===== src/rtl/ldst_pkg.sv =====
package ldst_pkg;
  typedef enum logic [1:0] {
    SZ_B = 2'd0,
    SZ_H = 2'd1,
    SZ_W = 2'd2,
    SZ_D = 2'd3
  } size_e;

  typedef enum logic [1:0] {
    ST_IDLE,
    ST_BEAT0,
    ST_BEAT1,
    ST_RESP
  } state_e;
endpackage


===== src/rtl/ldst_agen.sv =====
// Effective address and beat planning.
module ldst_agen #(
  parameter int XLEN     = 64,
  parameter int OFF_W    = 12,
  parameter int OFF_LO_W = 5
) (
  input  logic [XLEN-1:0]                 base,
  input  logic [OFF_W-OFF_LO_W-1:0]       off_hi,
  input  logic [OFF_LO_W-1:0]             off_lo,
  input  logic [1:0]                      size,
  output logic [$clog2(XLEN/8)-1:0]       lane,
  output logic [XLEN-1:0]                 dw0,
  output logic [XLEN-1:0]                 dw1,
  output logic                            split
);
  localparam int NB     = XLEN / 8;
  localparam int LANE_W = $clog2(NB);
  localparam int CW     = LANE_W + 2;

  logic [OFF_W-1:0] off;
  logic [XLEN-1:0]  off_ext;
  logic [XLEN-1:0]  ea;
  logic [CW-1:0]    nbytes;
  logic [CW-1:0]    last;

  always_comb begin
    off     = {off_hi, off_lo};
    off_ext = {{(XLEN-OFF_W){off[OFF_W-1]}}, off};
    ea      = base + off_ext;
    lane    = ea[LANE_W-1:0];
    dw0     = {ea[XLEN-1:LANE_W], {LANE_W{1'b0}}};
    dw1     = dw0 + XLEN'(NB);
    nbytes  = CW'(1) << size;
    last    = {2'b00, lane} + nbytes;
    split   = last > CW'(NB);
  end
endmodule


===== src/rtl/ldst_lane_map.sv =====
// Places store bytes and enables onto the two possible beats.
module ldst_lane_map #(
  parameter int XLEN = 64
) (
  input  logic [$clog2(XLEN/8)-1:0] lane,
  input  logic [1:0]                size,
  input  logic [XLEN-1:0]           wdata,
  output logic [XLEN/8-1:0]         be_lo,
  output logic [XLEN/8-1:0]         be_hi,
  output logic [XLEN-1:0]           wd_lo,
  output logic [XLEN-1:0]           wd_hi
);
  localparam int NB     = XLEN / 8;
  localparam int LANE_W = $clog2(NB);
  localparam int CW     = LANE_W + 2;

  logic [CW-1:0]     nbytes;
  logic [NB-1:0]     size_mask;
  logic [2*NB-1:0]   be_wide;
  logic [2*XLEN-1:0] wd_wide;

  assign nbytes = CW'(1) << size;

  for (genvar i = 0; i < NB; i++) begin : g_mask
    assign size_mask[i] = CW'(i) < nbytes;
  end

  always_comb begin
    be_wide = {{NB{1'b0}}, size_mask} << lane;
    wd_wide = {{XLEN{1'b0}}, wdata} << {lane, 3'b000};
    be_lo   = be_wide[NB-1:0];
    be_hi   = be_wide[2*NB-1:NB];
    wd_lo   = wd_wide[XLEN-1:0];
    wd_hi   = wd_wide[2*XLEN-1:XLEN];
  end
endmodule


===== src/rtl/ldst_load_fmt.sv =====
// Merges one or two read words, aligns the addressed bytes and extends.
module ldst_load_fmt
  import ldst_pkg::*;
#(
  parameter int XLEN = 64
) (
  input  logic [XLEN-1:0]           beat_lo,
  input  logic [XLEN-1:0]           beat_hi,
  input  logic [$clog2(XLEN/8)-1:0] lane,
  input  logic [1:0]                size,
  input  logic                      uns,
  output logic [XLEN-1:0]           result
);
  localparam int NB     = XLEN / 8;
  localparam int LANE_W = $clog2(NB);
  localparam int CW     = LANE_W + 2;

  logic [XLEN-1:0] raw;
  logic [CW-1:0]   nbytes;
  logic            sign;
  logic [7:0]      fill;

  always_comb begin
    raw    = XLEN'({beat_hi, beat_lo} >> {lane, 3'b000});
    nbytes = CW'(1) << size;
    case (size)
      SZ_B:    sign = raw[7];
      SZ_H:    sign = raw[15];
      SZ_W:    sign = raw[31];
      default: sign = raw[XLEN-1];
    endcase
    fill = (uns ? 1'b0 : sign) ? 8'hFF : 8'h00;
  end

  for (genvar i = 0; i < NB; i++) begin : g_byte
    assign result[8*i +: 8] = (CW'(i) < nbytes) ? raw[8*i +: 8] : fill;
  end
endmodule


===== src/rtl/ldst_unit.sv =====
module ldst_unit
  import ldst_pkg::*;
#(
  parameter int XLEN     = 64,
  parameter int OFF_W    = 12,
  parameter int OFF_LO_W = 5
) (
  input  logic                        clk,
  input  logic                        rst,
  input  logic                        req_valid,
  output logic                        req_ready,
  input  logic                        req_store,
  input  logic [1:0]                  req_size,
  input  logic                        req_unsigned,
  input  logic [XLEN-1:0]             req_base,
  input  logic [OFF_W-OFF_LO_W-1:0]   req_off_hi,
  input  logic [OFF_LO_W-1:0]         req_off_lo,
  input  logic [XLEN-1:0]             req_wdata,
  output logic                        mem_en,
  output logic                        mem_we,
  output logic [XLEN-1:0]             mem_addr,
  output logic [XLEN/8-1:0]           mem_be,
  output logic [XLEN-1:0]             mem_wdata,
  input  logic [XLEN-1:0]             mem_rdata,
  output logic                        done,
  output logic [XLEN-1:0]             rdata
);
  localparam int NB     = XLEN / 8;
  localparam int LANE_W = $clog2(NB);

  state_e state;

  // request plan, combinational from the live request
  logic [LANE_W-1:0] a_lane;
  logic [XLEN-1:0]   a_dw0, a_dw1;
  logic              a_split;
  logic [NB-1:0]     m_be_lo, m_be_hi;
  logic [XLEN-1:0]   m_wd_lo, m_wd_hi;

  // held request state
  logic [LANE_W-1:0] lane_q;
  logic [1:0]        size_q;
  logic              uns_q;
  logic              split_q;
  logic              store_q;
  logic [XLEN-1:0]   dw1_q;
  logic [NB-1:0]     be_hi_q;
  logic [XLEN-1:0]   wd_hi_q;
  logic [XLEN-1:0]   lo_q;

  logic [XLEN-1:0]   f_lo;
  logic [XLEN-1:0]   f_result;

  ldst_agen #(.XLEN(XLEN), .OFF_W(OFF_W), .OFF_LO_W(OFF_LO_W)) u_agen (
    .base   (req_base),
    .off_hi (req_off_hi),
    .off_lo (req_off_lo),
    .size   (req_size),
    .lane   (a_lane),
    .dw0    (a_dw0),
    .dw1    (a_dw1),
    .split  (a_split)
  );

  ldst_lane_map #(.XLEN(XLEN)) u_map (
    .lane  (a_lane),
    .size  (req_size),
    .wdata (req_wdata),
    .be_lo (m_be_lo),
    .be_hi (m_be_hi),
    .wd_lo (m_wd_lo),
    .wd_hi (m_wd_hi)
  );

  // first beat's read word is parked in lo_q only when a second beat follows
  assign f_lo = split_q ? lo_q : mem_rdata;

  ldst_load_fmt #(.XLEN(XLEN)) u_fmt (
    .beat_lo (f_lo),
    .beat_hi (mem_rdata),
    .lane    (lane_q),
    .size    (size_q),
    .uns     (uns_q),
    .result  (f_result)
  );

  assign req_ready = (state == ST_IDLE);

  always_ff @(posedge clk) begin
    if (rst) begin
      state     <= ST_IDLE;
      mem_en    <= 1'b0;
      mem_we    <= 1'b0;
      mem_addr  <= '0;
      mem_be    <= '0;
      mem_wdata <= '0;
      done      <= 1'b0;
      rdata     <= '0;
      lane_q    <= '0;
      size_q    <= '0;
      uns_q     <= 1'b0;
      split_q   <= 1'b0;
      store_q   <= 1'b0;
      dw1_q     <= '0;
      be_hi_q   <= '0;
      wd_hi_q   <= '0;
      lo_q      <= '0;
    end else begin
      done <= 1'b0;
      case (state)
        ST_IDLE: begin
          if (req_valid) begin
            mem_en    <= 1'b1;
            mem_we    <= req_store;
            mem_addr  <= a_dw0;
            mem_be    <= m_be_lo;
            mem_wdata <= m_wd_lo;
            lane_q    <= a_lane;
            size_q    <= req_size;
            uns_q     <= req_unsigned;
            split_q   <= a_split;
            store_q   <= req_store;
            dw1_q     <= a_dw1;
            be_hi_q   <= m_be_hi;
            wd_hi_q   <= m_wd_hi;
            state     <= ST_BEAT0;
          end
        end
        ST_BEAT0: begin
          if (split_q) begin
            mem_addr  <= dw1_q;
            mem_be    <= be_hi_q;
            mem_wdata <= wd_hi_q;
            state     <= ST_BEAT1;
          end else begin
            mem_en <= 1'b0;
            mem_we <= 1'b0;
            state  <= ST_RESP;
          end
        end
        ST_BEAT1: begin
          mem_en <= 1'b0;
          mem_we <= 1'b0;
          lo_q   <= mem_rdata;
          state  <= ST_RESP;
        end
        default: begin
          if (!store_q) rdata <= f_result;
          done  <= 1'b1;
          state <= ST_IDLE;
        end
      endcase
    end
  end
endmodule


===== config.mk =====
export PLATFORM = sky130hd
export DESIGN_NAME = ldst_unit
export DESIGN_NICKNAME = d
export VERILOG_FILES = /design/src/rtl/ldst_pkg.sv /design/src/rtl/ldst_agen.sv /design/src/rtl/ldst_lane_map.sv /design/src/rtl/ldst_load_fmt.sv /design/src/rtl/ldst_unit.sv
export SDC_FILE = /design/constraint.sdc
export NUM_CORES = 1
export LEC_CHECK = 0
export CORE_UTILIZATION = 40
export DETAILED_ROUTE_END_ITERATION = 16
export HOLD_SLACK_MARGIN = 0.03
export PLACE_DENSITY_LB_ADDON = 0.3
export RECOVER_POWER = 50
export SLEW_MARGIN = 30
export SYNTH_ARGS = -nofsm -noshare
export SYNTH_HDL_FRONTEND = slang
export SYNTH_HIERARCHICAL = 1
export SYNTH_SLANG_ARGS = --single-unit

===== constraint.sdc =====
create_clock -name clk -period 9.8 [get_ports clk]
set_input_delay 1.47 -clock clk [delete_from_list [all_inputs] [get_ports clk]]
set_output_delay 1.47 -clock clk [all_outputs]
set_load 0.02 [all_outputs]

==> metrics <==
via count of the first global-routing pass 26300; Hold Violations, Final 0; xor/xnor share of the synthesized area 0.0304; Setup CP Type input port to flip-flop; total of flip-flops plus latches after synthesis 413; DR DRC count 0; predominant post-synthesis flop cell dfxtp_1; detailed placement HPWL 73.5 mm; post-synthesis adder-cell area fraction 0.0321; first-pass GRT wire length 157 mm; FFs w/ async S/R, synth 0; input/output buffers 414; CTS hold repair buffers 0; Mapped Area 29300 µm²; leakage power 12.9 nW; clock latency on the worst-skew pair 0.62 ns; width of the die 273 µm; layout cells sized above 1 0.112; core region area 72000 µm²; placed cells 4676; CTS tree yes; crit-path cells clkbuf_1 > clkbuf_1 > buf_4 > a211oi_1; type of element launching the critical path input port; vias after detailed routing 27800; placer congestion estimate 0.960; number of instances in the synthesized netlist 3589; type of destination of the critical path flip-flop; utilization after layout 0.490; average routed wire per standard cell 21.4 µm; buffers plus inverters on the worst setup path 3; GRT Residual Overflow 0; number of setup violations in the final report 0; Max-cap violations 2; setup repair after global routing missed its margin no; status complete, but fails checks; number of antenna violations at the first check in global routing 8; I/O pin total 415; leading cell type in the layout, fill and taps excluded nand2_1; EDFF count, synth 0; post-CTS sizing 0; power per standard cell area 266 nW/µm²; violated checks max-capacitance violations, max-slew violations; fraction of the mapped netlist area in compound gates 0.221; die footprint 74400 µm²; total number of placement rows 98; # nets final 4063; family with the most delay on the worst path buffers and inverters; number of H-tree levels 2; Post-Syn Area per Cell 8.17 µm²; proportion of synthesized chip area in sequential cells 0.282; simple-gate share of the synthesized area 0.177; worst min-delay path category flip-flop to flip-flop; Worst-path clk slew 0.06 ns; Post-DRT Antenna Nets 0; portion of the clock cycle consumed by the worst path in the final layout 0.790; min Tclk post-route 7.75 ns; average vias per placed instance 5.83; endpoint required time on the critical path 10.22 ns; Clock Skew 0.0389 ns; worst vdd rail ir drop 0.207 mV; non-filler instance count after layout 4777; critical path's slowest cell clkbuf_1; maximum clock path buffer count 3; Yosys warning count 6; Largest stage delay, worst path 3.73 ns; critical-path maximum fanout 116; number of max-slew violations in the final report 166; 1st-iter DRT viols 2659; initial core utilization 0.408; length of the first detailed-routing pass in iterations 6; number of inserted filler cells in the final layout 7002; setup repair bufs after CTS 0; transition time at the pin with the least slew margin 5.40 ns; total number of clock tree sinks 413; cell occurring most often along the worst timing path clkbuf_1; mux share of post-synthesis cell area 0.199; combinational family with the most area after synthesis compound AO/OA/AOI/OAI gates; buffer type at the clock tree root clkbuf_16; sum of negative setup slack 0 ns; area overhead of the layout relative to synthesis 20.4%; total global-route track usage 0.265; Fmax 129 MHz; pin count of the biggest net entering global routing 177; top library cells by usage in the layout, fill and taps aside 636 x nand2_1, 473 x a21oi_1, 409 x dfxtp_1; Critical Path AT 8.17 ns; TritonCTS buffer count 50; height of the die 273 µm; worst max-slew margin expressed relative to the limit -2.60; total wirelength of the detailed-routed design 102 mm; count of distinct cell types in the synthesized netlist 102
[per-stage QoR]
stage	instance area, µm²	hold WS [ns]	worst slack, ns	total power, mW
2_1_floorplan	29400	0.436	4.31	5.83
3_3_place_gp	33500	0.441	3.06	7.47
3_5_place_dp	33500	0.446	3.01	7.52
4_1_cts	35300	0.454	3.63	9.53
5_1_grt	35300	0.465	1.54	9.92
6_report	35300	0.450	2.05	9.39
[layout make-up]
type	instances	area (µm²)	area share
tap	950	1190	0.0337
inverter	33	125	0.00354
antenna	8	20.0	0.000567
clock buffer	69	1440	0.0407
multi-input combinational	2833	19500	0.552
sequential	413	8280	0.234
timing repair buffer	447	4430	0.125
clock inverter	24	325	0.00922
[layer usage]
metal	vias up	share of wire	GRT usage
met1	13400	0.45	0.364
met2	954	0.47	0.433
met5	-	0	0
met3	150	0.061	0.0350
li1	13400	-	-
met4	0	0.025	0.0779
[kinds of logic (layout without fill, tap and decap cells)]
| group | count (synthesis) | in the layout |
|---|---|---|
| simple gates | 1177 | 1177 |
| mux | 463 | 463 |
| other cells | 2 | 23 |
| xor+xnor | 101 | 101 |
| flops | 413 | 413 |
| buf+inv | 356 | 573 |
| fa+ha+maj | 74 | 74 |
| compound gates | 1003 | 1003 |
[registers in the layout, indices dropped and copies added (netlist names)]
name       cells
split_q        1
lo_q          64
be_hi_q        8
mem_we         1
rdata         64
store_q        1
wd_hi_q       64
mem_en         1
mem_wdata     64
mem_be         8
state          2
size_q         2
uns_q          1
dw1_q         64
mem_addr      64
lane_q         3
done           1
[power breakdown]
part,internal [mW],switching (mW)
sequential,2.17,0.304
clock,1.17,0.809
combinational,1.91,3.03
[cells in the mapped netlist (14+ instances only)]
cell type / n / area (µm²)
a211oi_1: 132 / 991
a211oi_2: 40 / 500
a21o_1: 27 / 203
a21oi_1: 473 / 2370
a22oi_1: 36 / 270
a31oi_1: 36 / 225
and2_1: 34 / 213
and3_1: 14 / 87.6
buf_1: 17 / 63.8
buf_2: 96 / 480
buf_4: 30 / 225
clkbuf_1: 163 / 612
dfxtp_1: 413 / 8270
ha_1: 72 / 901
inv_1: 31 / 116
mux2_2: 104 / 1170
mux2_4: 29 / 435
mux2i_1: 254 / 2540
mux4_2: 75 / 1690
nand2_1: 637 / 2390
nand2b_1: 24 / 150
nand3_1: 35 / 175
nand4_1: 43 / 269
nor2_1: 258 / 968
nor2b_1: 20 / 125
nor3_1: 30 / 150
nor4_1: 15 / 93.8
o211ai_1: 15 / 113
o21a_1: 18 / 135
o21ai_0: 84 / 420
o22ai_1: 27 / 169
xnor2_1: 61 / 534
xor2_1: 39 / 342
[final timing paths]
path | start | endpoint | slack, ns | depth (start not counted)
setup / recovery | rst | mem_addr[38] | 2.05 | 4
setup reg to reg | state[0] | mem_wdata[62] | 6.13 | 6
hold / removal | rdata[60] | rdata[60] | 0.45 | 2
hold reg to reg | rdata[60] | rdata[60] | 0.45 | 2
[tightest hold or removal path: stages, from the launching register on]
cell	delay, ns
dfxtp_1	0.30
nand2_1	0.05
a21oi_1	0.05
(Power assumes the default switching activity.)
